`config.mk`:
```
export PLATFORM = sky130hd
export DESIGN_NAME = align_fault_det
export DESIGN_NICKNAME = d
export VERILOG_FILES = /design/src/rtl/align_pkg.sv /design/src/rtl/align_word_chk.sv /design/src/rtl/align_blkzero_chk.sv /design/src/rtl/align_le_chk.sv /design/src/rtl/align_prio_enc.sv /design/src/rtl/align_fault_det.sv
export SDC_FILE = /design/constraint.sdc
export NUM_CORES = 1
export LEC_CHECK = 0
export ABC_AREA = 1
export CAP_MARGIN = 20
export CORE_AREA = 2 2 39 41
export CTS_CLUSTER_DIAMETER = 40
export CTS_CLUSTER_SIZE = 8
export DETAILED_ROUTE_END_ITERATION = 10
export DIE_AREA = 0 0 41 43
export DONT_BUFFER_PORTS = 1
export GPL_ROUTABILITY_DRIVEN = 0
export PLACE_DENSITY = 0.47
export RECOVER_POWER = 50
export REMOVE_ABC_BUFFERS = 1
export SLEW_MARGIN = 40
export SYNTH_ARGS = -nofsm -noshare
export SYNTH_HDL_FRONTEND = slang
export SYNTH_SLANG_ARGS = --single-unit
```
`constraint.sdc`:
```
create_clock -name clk -period 2.2 [get_ports clk]
set_clock_uncertainty 0.2 [all_clocks]
set_input_delay 0.33 -clock clk [delete_from_list [all_inputs] [get_ports clk]]
set_output_delay 0.33 -clock clk [all_outputs]
set_load 0.01 [all_outputs]
```
`src/rtl/align_pkg.sv`:
```
package align_pkg;

  typedef enum logic [3:0] {
    ACC_PLAIN   = 4'd0,
    ACC_FLOAT   = 4'd1,
    ACC_MULTI   = 4'd2,
    ACC_RESV    = 4'd3,
    ACC_EXTCTL  = 4'd4,
    ACC_STRING  = 4'd5,
    ACC_BLKZERO = 4'd6
  } acc_class_e;

  localparam int unsigned RULE_CNT = 5;
  localparam int unsigned CAUSE_W  = $clog2(RULE_CNT + 1);

  // Rule index k (0-based) is reported as cause k+1; lower index wins.
  localparam int unsigned RULE_WORD     = 0;
  localparam int unsigned RULE_BZ_ATTR  = 1;
  localparam int unsigned RULE_BZ_CACHE = 2;
  localparam int unsigned RULE_LE_MISAL = 3;
  localparam int unsigned RULE_LE_MULTI = 4;

endpackage

```
`src/rtl/align_word_chk.sv`:
```
module align_word_chk #(
  parameter int unsigned WORD_BYTES = 4,
  parameter int unsigned CLASS_W    = 4,
  localparam int unsigned WORD_LSB  = $clog2(WORD_BYTES)
) (
  input  logic [CLASS_W-1:0]  cls_i,
  input  logic [WORD_LSB-1:0] addr_i,
  output logic                hit_o
);
  import align_pkg::*;

  logic word_class;

  always_comb begin
    unique case (acc_class_e'(cls_i))
      ACC_FLOAT, ACC_MULTI, ACC_RESV, ACC_EXTCTL: word_class = 1'b1;
      default:                                    word_class = 1'b0;
    endcase
  end

  assign hit_o = word_class && (|addr_i);
endmodule

```
`src/rtl/align_blkzero_chk.sv`:
```
module align_blkzero_chk #(
  parameter int unsigned CLASS_W = 4
) (
  input  logic [CLASS_W-1:0] cls_i,
  input  logic               pg_inhibit_i,
  input  logic               pg_wthru_i,
  input  logic               dc_locked_i,
  input  logic               dc_off_i,
  output logic               attr_hit_o,
  output logic               cache_hit_o
);
  import align_pkg::*;

  logic is_bz;

  assign is_bz       = (acc_class_e'(cls_i) == ACC_BLKZERO);
  assign attr_hit_o  = is_bz && (pg_inhibit_i || pg_wthru_i);
  assign cache_hit_o = is_bz && (dc_locked_i || dc_off_i);
endmodule

```
`src/rtl/align_le_chk.sv`:
```
module align_le_chk #(
  parameter int unsigned ADDR_LO_W = 3,
  parameter int unsigned SIZE_W    = 2,
  parameter int unsigned CLASS_W   = 4
) (
  input  logic [CLASS_W-1:0]   cls_i,
  input  logic [ADDR_LO_W-1:0] addr_i,
  input  logic [SIZE_W-1:0]    size_i,
  input  logic                 le_i,
  output logic                 misal_hit_o,
  output logic                 multi_hit_o
);
  import align_pkg::*;

  logic [ADDR_LO_W-1:0] size_mask;

  // Bit j of the mask is set when the access spans more than 2^j bytes.
  for (genvar j = 0; j < ADDR_LO_W; j++) begin : g_mask
    assign size_mask[j] = (32'(j) < 32'(size_i));
  end

  logic is_multi;
  always_comb begin
    unique case (acc_class_e'(cls_i))
      ACC_MULTI, ACC_STRING: is_multi = 1'b1;
      default:               is_multi = 1'b0;
    endcase
  end

  assign misal_hit_o = le_i && (|(addr_i & size_mask));
  assign multi_hit_o = le_i && is_multi;
endmodule

```
`src/rtl/align_prio_enc.sv`:
```
module align_prio_enc #(
  parameter int unsigned N      = 5,
  localparam int unsigned CODE_W = $clog2(N + 1)
) (
  input  logic [N-1:0]      hit_i,
  output logic [CODE_W-1:0] code_o
);
  always_comb begin
    code_o = '0;
    for (int k = N - 1; k >= 0; k--) begin
      if (hit_i[k]) code_o = CODE_W'(k + 1);
    end
  end
endmodule

```
`src/rtl/align_fault_det.sv`:
```
module align_fault_det #(
  parameter int unsigned ADDR_LO_W  = 3,
  parameter int unsigned SIZE_W     = 2,
  parameter int unsigned CLASS_W    = 4,
  parameter int unsigned WORD_BYTES = 4,
  localparam int unsigned WORD_LSB  = $clog2(WORD_BYTES),
  localparam int unsigned CW        = align_pkg::CAUSE_W
) (
  input  logic                 clk,
  input  logic                 rst_n,
  input  logic                 req_valid,
  input  logic [CLASS_W-1:0]   req_class,
  input  logic [ADDR_LO_W-1:0] req_addr_lo,
  input  logic [SIZE_W-1:0]    req_size,
  input  logic                 le_mode,
  input  logic                 pg_inhibit,
  input  logic                 pg_wthru,
  input  logic                 dc_locked,
  input  logic                 dc_off,
  output logic                 res_valid,
  output logic                 flt,
  output logic [CW-1:0]        flt_cause
);
  import align_pkg::*;

  logic [RULE_CNT-1:0] hit;
  logic [CW-1:0]       code;

  align_word_chk #(
    .WORD_BYTES(WORD_BYTES),
    .CLASS_W   (CLASS_W)
  ) u_word (
    .cls_i (req_class),
    .addr_i(req_addr_lo[WORD_LSB-1:0]),
    .hit_o (hit[RULE_WORD])
  );

  align_blkzero_chk #(
    .CLASS_W(CLASS_W)
  ) u_bz (
    .cls_i       (req_class),
    .pg_inhibit_i(pg_inhibit),
    .pg_wthru_i  (pg_wthru),
    .dc_locked_i (dc_locked),
    .dc_off_i    (dc_off),
    .attr_hit_o  (hit[RULE_BZ_ATTR]),
    .cache_hit_o (hit[RULE_BZ_CACHE])
  );

  align_le_chk #(
    .ADDR_LO_W(ADDR_LO_W),
    .SIZE_W   (SIZE_W),
    .CLASS_W  (CLASS_W)
  ) u_le (
    .cls_i      (req_class),
    .addr_i     (req_addr_lo),
    .size_i     (req_size),
    .le_i       (le_mode),
    .misal_hit_o(hit[RULE_LE_MISAL]),
    .multi_hit_o(hit[RULE_LE_MULTI])
  );

  align_prio_enc #(
    .N(RULE_CNT)
  ) u_prio (
    .hit_i (hit),
    .code_o(code)
  );

  always_ff @(posedge clk) begin
    if (!rst_n) begin
      res_valid <= 1'b0;
      flt       <= 1'b0;
      flt_cause <= '0;
    end else begin
      res_valid <= req_valid;
      flt       <= req_valid && (|hit);
      flt_cause <= req_valid ? code : '0;
    end
  end
endmodule

```
### Word level (Yosys, flattened, before mapping)

Cells that the tools add are included.

| cells by class | value |
|---|---|
| magnitude comparators | 3 |
| eq/ne operators | 6 |
| mux-type cells | 7 |
| bitwise gates (word level) | 3 |
| reductions and logical operators | 16 |

Operators with widths:

| cell | number |
|---|---|
| 4-bit by 3-bit == test with 1-bit output (second input constant) | 3 |
| 5-bit OR reduction | 2 |
| 4-bit by 2-bit == test with 1-bit output (second input constant) | 2 |
| 1-bit logical AND | 6 |
| 3-bit two-way mux | 2 |
| 3-bit OR reduction | 2 |
| 4-bit by 1-bit == test with 1-bit output (second input constant) | 1 |
| 1-bit by 2-bit < comparator with 1-bit output (first input constant) | 2 |
| 2-bit two-way mux | 2 |
| 2-bit OR reduction | 2 |
| 4-bit OR reduction | 1 |
| 3-bit AND | 1 |
| 1-bit two-way mux | 3 |
| 1-bit logical OR | 2 |
| 2-bit < comparator (first input constant) | 1 |
| 1-bit inverter | 2 |
| 2-bit AND reduction | 1 |

| word-level totals | value |
|---|---|
| flip-flop bits (word level) | 5 |
| input bits | 17 |
| output and inout bits | 5 |
| word-level logic and storage cells | 40 |

### Depth between registers and ports, before layout

Gate-level depths: netlist of the first run.

| logic depth | value |
|---|---|
| depth after elaboration | 9 |
| mapped depth | 8 |
| mapped depth without buffers | 8 |

### Modules after synthesis

A second synthesis of the first run with hierarchy kept.

| unflattened totals | value |
|---|---|
| cell total of the unflattened synthesis | 62 |
| area, all modules | 326.6 sq um |

By module, submodules not included:

| module | times used | cells each | area each (sq um) | seq. area each (sq um) |
|---|---|---|---|---|
| align_fault_det | 1 | 19 | 156.4 | 100.1 |
| align_le_chk | 1 | 15 | 60.1 | 0.0 |
| align_prio_enc | 1 | 12 | 47.5 | 0.0 |
| align_word_chk | 1 | 8 | 32.5 | 0.0 |
| align_blkzero_chk | 1 | 8 | 30.0 | 0.0 |

### Least setup slack after synthesis of the first run

OpenSTA, ideal clock, no wires.

| timing path | value |
|---|---|
| kind | input to register |
| start | in req_addr_lo[1] |
| end | reg flt |
| setup time | 129 ps |
| arrival time | 939 ps |
| data required time | 1871 ps |
| setup slack | 932 ps |
| stages | 5 |
| buffers on the path | 0 |
| path through | or2_1 > nand2_1 > nand2_2 > o21ai_1 > a31oi_1 |

| on the way | value |
|---|---|
| cells in the longest elaborated chain, start to end | 5 |
| elaborated cells between the ends (all ways) | 7 |
| classes of those cells | bitwise: 1; reduce/logical: 6 |

Ends and longest elaborated chain:

| what | line | source |
|---|---|---|
| from (decl) | align_fault_det.sv:13 | `input logic [ADDR_LO_W-1:0] req_addr_lo,` |
| 3-bit AND | align_le_chk.sv:30 | `assign misal_hit_o = le_i && (\|(addr_i & size_mask));` |
| 3-bit OR reduction | align_le_chk.sv:30 |  |
| 1-bit logical AND | align_le_chk.sv:30 |  |
| 5-bit OR reduction * | align_fault_det.sv:77 | `flt <= req_valid && (\|hit);` |
| 1-bit logical AND * | align_fault_det.sv:77 |  |
| to (signal assigned) | align_fault_det.sv:77 |  |
| to (decl) | align_fault_det.sv:21 | `output logic flt,` |

Every way passes the cells marked *; elsewhere a longest branch is shown, timed or not.
A chain may end at the register's enable or synchronous reset.

### Worst setup path in the final report of the first run

| timing path | value |
|---|---|
| start | reg flt_cause[2] |
| end | out flt_cause[2] |

RTL lines:

| what | line | source |
|---|---|---|
| from (decl) | align_fault_det.sv:22 | `output logic [CW-1:0] flt_cause` |
| from (signal assigned) | align_fault_det.sv:78 | `flt_cause <= req_valid ? code : '0;` |

No word-level cell between the ends.

==> results.py, run 1 <==
metrics = {
    "power": {
        "ir_drop_mv": 0.1435,
        "power_density_mw_per_mm2": 700.8,
        "power.leakage_nw": 0.1537,
    },
    "die": {
        "die_w_um": 41,
        "fp-row-count": 14,
        "start_util_pct": 21.16,
        "io_pins": 22,
        "dieArea_mm2": 0.001763,
        "die_h_um": 43,
        "coreArea_mm2": 0.001384,
    },
    "timing": {
        "tns_ps": 0,
        "drv_slew": 0,
        "layout_setup_ws_ps": 1076,
        "period_share_pct": 51.11,
        "worstMarginPinSlew_ps": 183.4,
        "min_period_ps": 1124,
        "fmax_ghz": 0.8894,
        "slew_headroom_pct": 87.73,
        "rsz0062_at_grt": "false",
        "hold_viol": 0,
        "setup_viol": 0,
    },
    "hold_path": {
        "hp-class": "input port to register",
        "hold_path_end": "res_valid",
        "hold_depth": 2,
        "min-delay-start": "req_valid",
    },
    "grt": {
        "grt_antenna_before_repair": 0,
        "gr-total-overflow": 0,
        "busiest_layer": "met2",
        "use_met2_pct": 9.063,
        "grt_pass1_vias": 236,
        "grt_pass1_wl_um": 800,
        "grt_max_degree": 4,
        "grt_use_met3_pct": 1.571,
        "met1_usage_pct": 8.254,
        "track_usage_pct": 7.000,
    },
    "logic_synthesis": {
        "synth.area.top_cells": "dfxtp_1, nand2_1, nor2_1",
        "yosysWarningCount": 0,
        "synthDistinctLibCells": 14,
        "synthCells": 43,
        "ys_seq_area_share_pct": 34.19,
        "avgSynthCellArea_um2": 6.809,
        "ys_ff_latch": 5,
        "synth_top_area_share_pct": 34.19,
        "netlist_area_um2": 292.8,
        "yosysTopAreaCell": "dfxtp_1",
    },
    "clocking": {
        "cts-resized-gates": 0,
        "clock-root-buffer": "clkbuf_4",
        "cts_hold_buf": 0,
        "cts_tree": "done",
        "clock_path_buffers": 2,
        "path_clk_slew_ps": 40,
        "htreeDepth": 1,
        "cts_buffers": 3,
        "cts_setup_buffers": 0,
        "cts.sinks": 5,
    },
    "run": {
        "cap_violations": 0,
    },
    "placement": {
        "dpl.hpwl_um": 446.9,
        "pre_cts_ws_ps": 874.6,
        "port_buffers": 0,
    },
    "final_layout": {
        "register_area_um2": 100.1,
        "final_cell_mix": "nand2_1, nor2_1, inv_1, dfxtp_1, clkbuf_4",
        "nets": 65,
        "nFillCells": 157,
        "diodes": 0,
        "drive_above_1_share_pct": 21.28,
        "syn2layout_area_growth_pct": 11.97,
        "layout_commonest_cell": "nand2_1",
        "multi_input_area_um2": 158.9,
    },
    "detailed_routing": {
        "antenna_left": 0,
        "drt_wl_total_um": 542,
        "dr.pass1.iters": 4,
        "vias_per_cell": 4.190,
        "routedWlPerCell_um": 8.603,
        "vias": 264,
        "drc": 0,
        "first_iter_violations": 3,
    },
    "setup_path": {
        "endpoint_kind": "output pin",
        "timing_worst_setup_path_type": "register to output pin",
        "cp.required_ps": 1670,
        "startpoint_type": "register",
        "cp_max_fo": 1,
        "arrival_ps": 590,
    },
    "outcome": {
        "status": "completed",
    },
}
per-stage QoR:
step / hold WS, ps / power (W) / std cells / instance area, um^2 / utilization (%)
after detailed placement: 325.1 / 0.0001263 / 59 / 312.8 / 22.60
after global routing: 63.77 / 0.0002433 / 63 / 327.8 / 23.69
after global placement: 326.1 / 0.0001261 / 59 / 312.8 / 22.60
after CTS: 72.33 / 0.0002347 / 63 / 339.1 / 24.50
final: 59.92 / 0.0002297 / 63 / 327.8 / 23.69
after floorplan: 291.7 / 0.0001226 / 43 / 292.8 / -
metal layers:
layer	wire (um)	share of wire [%]	up-vias
met5	0	0	-
met4	12	2.2	0
met3	57	11	2
met2	234	43	16
met1	238	44	106
li1	-	-	140
synth_stat cells:
cell / instances
inv_2: 1
a31oi_1: 1
nor3b_2: 1
nor2_2: 3
inv_1: 5
o21bai_2: 1
a21oi_2: 1
nand2_1: 11
nand2_2: 2
dfxtp_1: 5
nor2_1: 8
or2_1: 1
o211ai_2: 1
o21ai_1: 2
cell families after synthesis:
group / Yosys count / share of synthesized area [%]
buf+inv: 6 / 7.692
flops: 5 / 34.19
simple gates: 26 / 41.45
compound gates: 6 / 16.67
layout make-up:
| class | count | share of cell area [%] |
|---|---|---|
| Clock buffer | 4 | 8.015 |
| Tap cell | 16 | 6.107 |
| Inverter | 6 | 6.870 |
| Sequential cell | 5 | 30.53 |
| Multi-Input combinational cell | 32 | 48.47 |
sequential cells by signal (all words and copies together), names as in the netlist:
name / cells
flt: 1
flt_cause: 3
res_valid: 1
power breakdown:
part | internal, W | switching [W]
Clock | 0.0000686 | 0.0000388
Combinational | 0.00000987 | 0.0000146
Sequential | 0.0000948 | 0.00000301
worst max path at each step:
| stage | depth (start not counted) | start | end |
|---|---|---|---|
| floorplan | 5 | req_addr_lo[1] | flt |
| global placement | 5 | req_addr_lo[1] | flt |
| detailed placement | 5 | req_addr_lo[1] | flt |
| CTS | 0 | flt | flt |
| global route | 0 | flt | flt |
| finish | 0 | flt_cause[2] | flt_cause[2] |
No activity file was read; power rests on OpenSTA's default activity.
==> inputs of run 2 (changes only) <==
--- a/config.mk
+++ b/config.mk
@@ -14,7 +14,7 @@
 export DIE_AREA = 0 0 41 43
 export DONT_BUFFER_PORTS = 1
 export GPL_ROUTABILITY_DRIVEN = 0
-export PLACE_DENSITY = 0.47
+export PLACE_DENSITY = 0.48
 export RECOVER_POWER = 50
 export REMOVE_ABC_BUFFERS = 1
 export SLEW_MARGIN = 40
==> constraint.sdc (replaced) <==
create_clock -name clk -period 1 [get_ports clk]
set_clock_uncertainty 0.2 [all_clocks]
set_input_delay 0.15 -clock clk [delete_from_list [all_inputs] [get_ports clk]]
set_output_delay 0.15 -clock clk [all_outputs]
set_load 0.01 [all_outputs]
==> run 2 against run 1 <==
  * The flow now finishes with violations (hold timing)
  * Via count rose by 1.9%
  * Clock power rose by 110%
  * Sequential cell count stayed put
  * Global-route usage increased by 0.39 points
  * Critical path depth unchanged
  * Core utilization up 1.6 points
  * Sequential share of layout area fell by 2.0 points
  * Non-clock buffer count up 2
  * First-iteration DRC count decreased by 67%
  * Sequential power grew 120%
  * Largest cell class unchanged
==> results.py, run 2 (same netlist as run 1, synthesis figures left out) <==
metrics = {
    "outcome": {
        "status": "finished, violations left",
        "violations": "hold timing",
    },
    "clocking": {
        "cts_setup_buffers": 0,
        "clock_path_buffers": 2,
        "path_clk_slew_ps": 40,
        "cts.sinks": 5,
        "cts_hold_buf": 2,
        "cts_buffers": 3,
        "cts_tree": "done",
        "cts-resized-gates": 0,
        "htreeDepth": 1,
        "clock-root-buffer": "clkbuf_4",
    },
    "final_layout": {
        "finalNonFillerCells": 65,
        "final_cell_mix": "nand2_1, nor2_1, inv_1, dfxtp_1, clkbuf_4",
        "layout_commonest_cell": "nand2_1",
        "reg.largest.list": "flt_cause x3, flt x1, res_valid x1",
        "nets": 67,
        "drive_above_1_share_pct": 24.49,
        "diodes": 0,
        "nFillCells": 161,
        "register_area_um2": 100.1,
        "syn2layout_area_growth_pct": 19.66,
        "largest_register_ffs": 3,
        "multi_input_area_um2": 163.9,
        "fin_util_pct": 25.32,
        "largest-register": "flt_cause",
    },
    "die": {
        "io_pins": 22,
        "die_w_um": 41,
        "start_util_pct": 21.16,
        "coreArea_mm2": 0.001384,
        "dieArea_mm2": 0.001763,
        "fp-row-count": 14,
        "die_h_um": 43,
    },
    "grt": {
        "gr-total-overflow": 0,
        "grt_pass1_vias": 220,
        "grt_antenna_before_repair": 0,
        "grt_max_degree": 4,
        "track_usage_pct": 7.393,
        "grt_pass1_wl_um": 834,
    },
    "detailed_routing": {
        "first_iter_violations": 1,
        "antenna_left": 0,
        "routedWlPerCell_um": 8.477,
        "dr.pass1.iters": 2,
        "vias": 269,
        "drc": 0,
        "drt_wl_total_um": 551,
        "vias_per_cell": 4.138,
    },
    "timing": {
        "hold_viol": 3,
        "layout_setup_ws_ps": 61.04,
        "whs_ps": -101.1,
        "min_period_ps": 939.0,
        "setup_viol": 0,
        "rsz0062_at_grt": "false",
        "drv_slew": 0,
        "tns_ps": 0,
        "fmax_ghz": 1.065,
        "period_share_pct": 93.90,
        "slew_headroom_pct": 87.28,
        "worstMarginPinSlew_ps": 189.5,
    },
    "setup_path": {
        "startpoint_type": "register",
        "cp-startpoint": "flt_cause[0]",
        "cp_max_fo": 1,
        "arrival_ps": 590,
        "endpoint_kind": "output pin",
        "timing_worst_setup_path_type": "register to output pin",
        "cp.required_ps": 650,
    },
    "power": {
        "power_w": 0.0005066,
        "ir_drop_mv": 0.2494,
        "power_density_mw_per_mm2": 1446,
        "power.leakage_nw": 0.1652,
    },
    "run": {
        "cap_violations": 0,
    },
    "hold_path": {
        "hp-class": "input port to register",
        "min-delay-start": "req_valid",
    },
    "placement": {
        "pre_cts_ws_ps": -152.5,
        "dpl.hpwl_um": 468.9,
        "dp_cells": 60,
        "port_buffers": 0,
    },
}
run 2: cell types whose count changed in the layout (fill, tap and decap cells not counted), sizes merged:
cell and delta:
buf +1, dlygate4sd3 +1
run 2: path summary, 6_finish.rpt:
| kind | to | slack (ps) | cells after the start |
|---|---|---|---|
| setup / recovery | flt_cause[0] | 60 | 0 |
| hold / removal | flt_cause[0] | -100 | 2 |
run 2: layout make-up:
type                       instances  area share [%]
multi-input combinational         32           46.79
timing repair buffer               2           5.000
inverter                           6           6.429
clock buffer                       4           7.500
sequential                         5           28.57
tap                               16           5.714
run 2: power by group:
group / internal, W / total [W] / switching [W]
Sequential: 0.000209 / 0.000215 / 0.00000660
Clock: 0.000151 / 0.000228 / 0.0000778
Combinational: 0.0000284 / 0.0000629 / 0.0000346
run 2: stage by stage:
step / hold WS (ps) / instance area, um^2
floorplan: 111.7 / 292.8
detailed placement: 145.6 / 320.3
finish: -101.1 / 350.3
global placement: 143.9 / 320.3
CTS: -85.79 / 366.6
global route: -79.23 / 350.3
run 2: layer usage:
layer | track usage (%) | vias up | wire, um
met4 | 10.00 | 0 | 27
met2 | 9.688 | 22 | 221
met3 | 0 | 4 | 68
li1 | - | 143 | -
met1 | 8.861 | 100 | 233
met5 | 0 | - | 0
==> inputs of run 3 (changes only) <==
--- a/config.mk
+++ b/config.mk
@@ -14,7 +14,7 @@
 export DIE_AREA = 0 0 41 43
 export DONT_BUFFER_PORTS = 1
 export GPL_ROUTABILITY_DRIVEN = 0
-export PLACE_DENSITY = 0.48
+export PLACE_DENSITY = 0.45
 export RECOVER_POWER = 50
 export REMOVE_ABC_BUFFERS = 1
 export SLEW_MARGIN = 40
==> run 3 against run 2 <==
  * The flow still finishes with violations (hold timing)
  * Count of clock-buffer cells in the layout is the same
  * Sequential cell count did not move
  * Cell count is 1.5% higher
  * Combinational power up 6.4%
  * Critical path depth is the same
  * Setup slack improved by 2.0 ps
  * Global-route usage is 0.20 points higher
  * Die area did not move
  * Final area increased by 2.5%
  * Largest cell class unchanged
  * Largest power group unchanged
==> results.py, run 3 (same netlist as run 1, synthesis figures left out) <==
metrics = {
    "placement": {
        "dpl-instance-area_um2": 327.8,
        "dp_cells": 61,
        "dpl.hpwl_um": 484.6,
        "port_buffers": 0,
    },
    "clocking": {
        "htreeDepth": 1,
        "cts_setup_buffers": 0,
        "clock_path_buffers": 2,
        "cts-resized-gates": 0,
        "cts_buffers": 3,
        "cts_hold_buf": 2,
        "path_clk_slew_ps": 40,
        "cts.sinks": 5,
        "clock-root-buffer": "clkbuf_4",
        "cts_tree": "done",
    },
    "grt": {
        "grt_max_degree": 4,
        "grt_pass1_wl_um": 862,
        "gr-total-overflow": 0,
        "grt_antenna_before_repair": 0,
        "track_usage_pct": 7.592,
        "grt_pass1_vias": 239,
    },
    "power": {
        "power_density_mw_per_mm2": 1402,
        "power.leakage_nw": 0.1685,
        "ir_drop_mv": 0.2435,
    },
    "run": {
        "cap_violations": 0,
    },
    "detailed_routing": {
        "routedWlPerCell_um": 8.136,
        "drt_wl_total_um": 537,
        "antenna_left": 0,
        "drc": 0,
        "vias_per_cell": 4.045,
        "vias": 267,
        "first_iter_violations": 4,
        "dr.pass1.iters": 4,
    },
    "final_layout": {
        "diodes": 0,
        "drive_above_1_share_pct": 28.00,
        "nets": 68,
        "finalNonFillerCells": 66,
        "largest-register": "flt_cause",
        "fin_util_pct": 25.95,
        "largest_register_ffs": 3,
        "reg.largest.list": "flt_cause x3, flt x1, res_valid x1",
        "stdcell_area_um2": 359.1,
        "layout_commonest_cell": "nand2_1",
        "final_cell_mix": "nand2_1, nor2_1, inv_1, dfxtp_1",
        "syn2layout_area_growth_pct": 22.65,
    },
    "die": {
        "fp-row-count": 14,
        "die_w_um": 41,
        "die_h_um": 43,
        "coreArea_mm2": 0.001384,
        "io_pins": 22,
        "dieArea_mm2": 0.001763,
        "start_util_pct": 21.16,
    },
    "timing": {
        "period_share_pct": 93.70,
        "min_period_ps": 937.0,
        "whs_ps": -102.8,
        "hold_viol": 3,
        "drv_slew": 0,
        "rsz0062_at_grt": "false",
        "fmax_ghz": 1.067,
        "setup_viol": 0,
        "slew_headroom_pct": 86.80,
        "worstMarginPinSlew_ps": 197.3,
    },
    "setup_path": {
        "arrival_ps": 590,
        "startpoint_type": "register",
        "cp_max_fo": 1,
        "cp.required_ps": 650,
        "endpoint_kind": "output pin",
        "timing_worst_setup_path_type": "register to output pin",
    },
    "outcome": {
        "status": "finished, violations left",
        "violations": "hold timing",
    },
    "hold_path": {
        "hp-class": "input port to register",
    },
}
## run 3: cell count changes in the layout (fill, tap and decap cells not counted)
cell     before  now
nor2_1        9    8
a21oi_1       1    0
nor2_2        2    3
or2_0         1    0
buf_4         1    2
nor3b_2       1    0
or2_1         0    1
a21oi_2       0    1
nor3b_1       0    1
## run 3: cell type report
| cell class | instances | area (um^2) |
|---|---|---|
| multi-input combinational | 32 | 165.2 |
| clock buffer | 4 | 26.28 |
| timing repair buffer | 3 | 25.02 |
| fill | 153 | 1025 |
| inverter | 6 | 22.52 |
| sequential | 5 | 100.1 |
| tap | 16 | 20.02 |
## run 3: stage by stage
stage / setup TNS (ps) / setup slack (ps) / power (W)
after CTS: 0 / 3.509 / 0.0005261
after floorplan: -193.5 / -88.07 / 0.0002697
after global placement: -329.1 / -122.7 / 0.0002851
final: 0 / 62.99 / 0.0005035
after detailed placement: -365.1 / -154.8 / 0.0002862
after global routing: 0 / 22.13 / 0.0005350
## run 3: path summary, 6_finish.rpt
| path | start | endpoint | slack (ps) | depth (start not counted) |
|---|---|---|---|---|
| min | req_valid | flt_cause[0] | -100 | 2 |
| max | flt | flt | 60 | 0 |
## run 3: metal layers
layer | vias to the layer above | share of wire (%) | track usage (%)
met5 | - | 0 | 0
met3 | 0 | 11 | 0.5236
met2 | 18 | 48 | 10.00
met4 | 0 | 0 | 10.00
li1 | 146 | - | -
met1 | 103 | 41 | 8.861
## run 3: power by group
group	switching, W	leakage (nW)	internal [W]
Clock	0.0000709	0.0150	0.000150
Combinational	0.0000358	0.113	0.0000310
Sequential	0.00000678	0.0409	0.000209
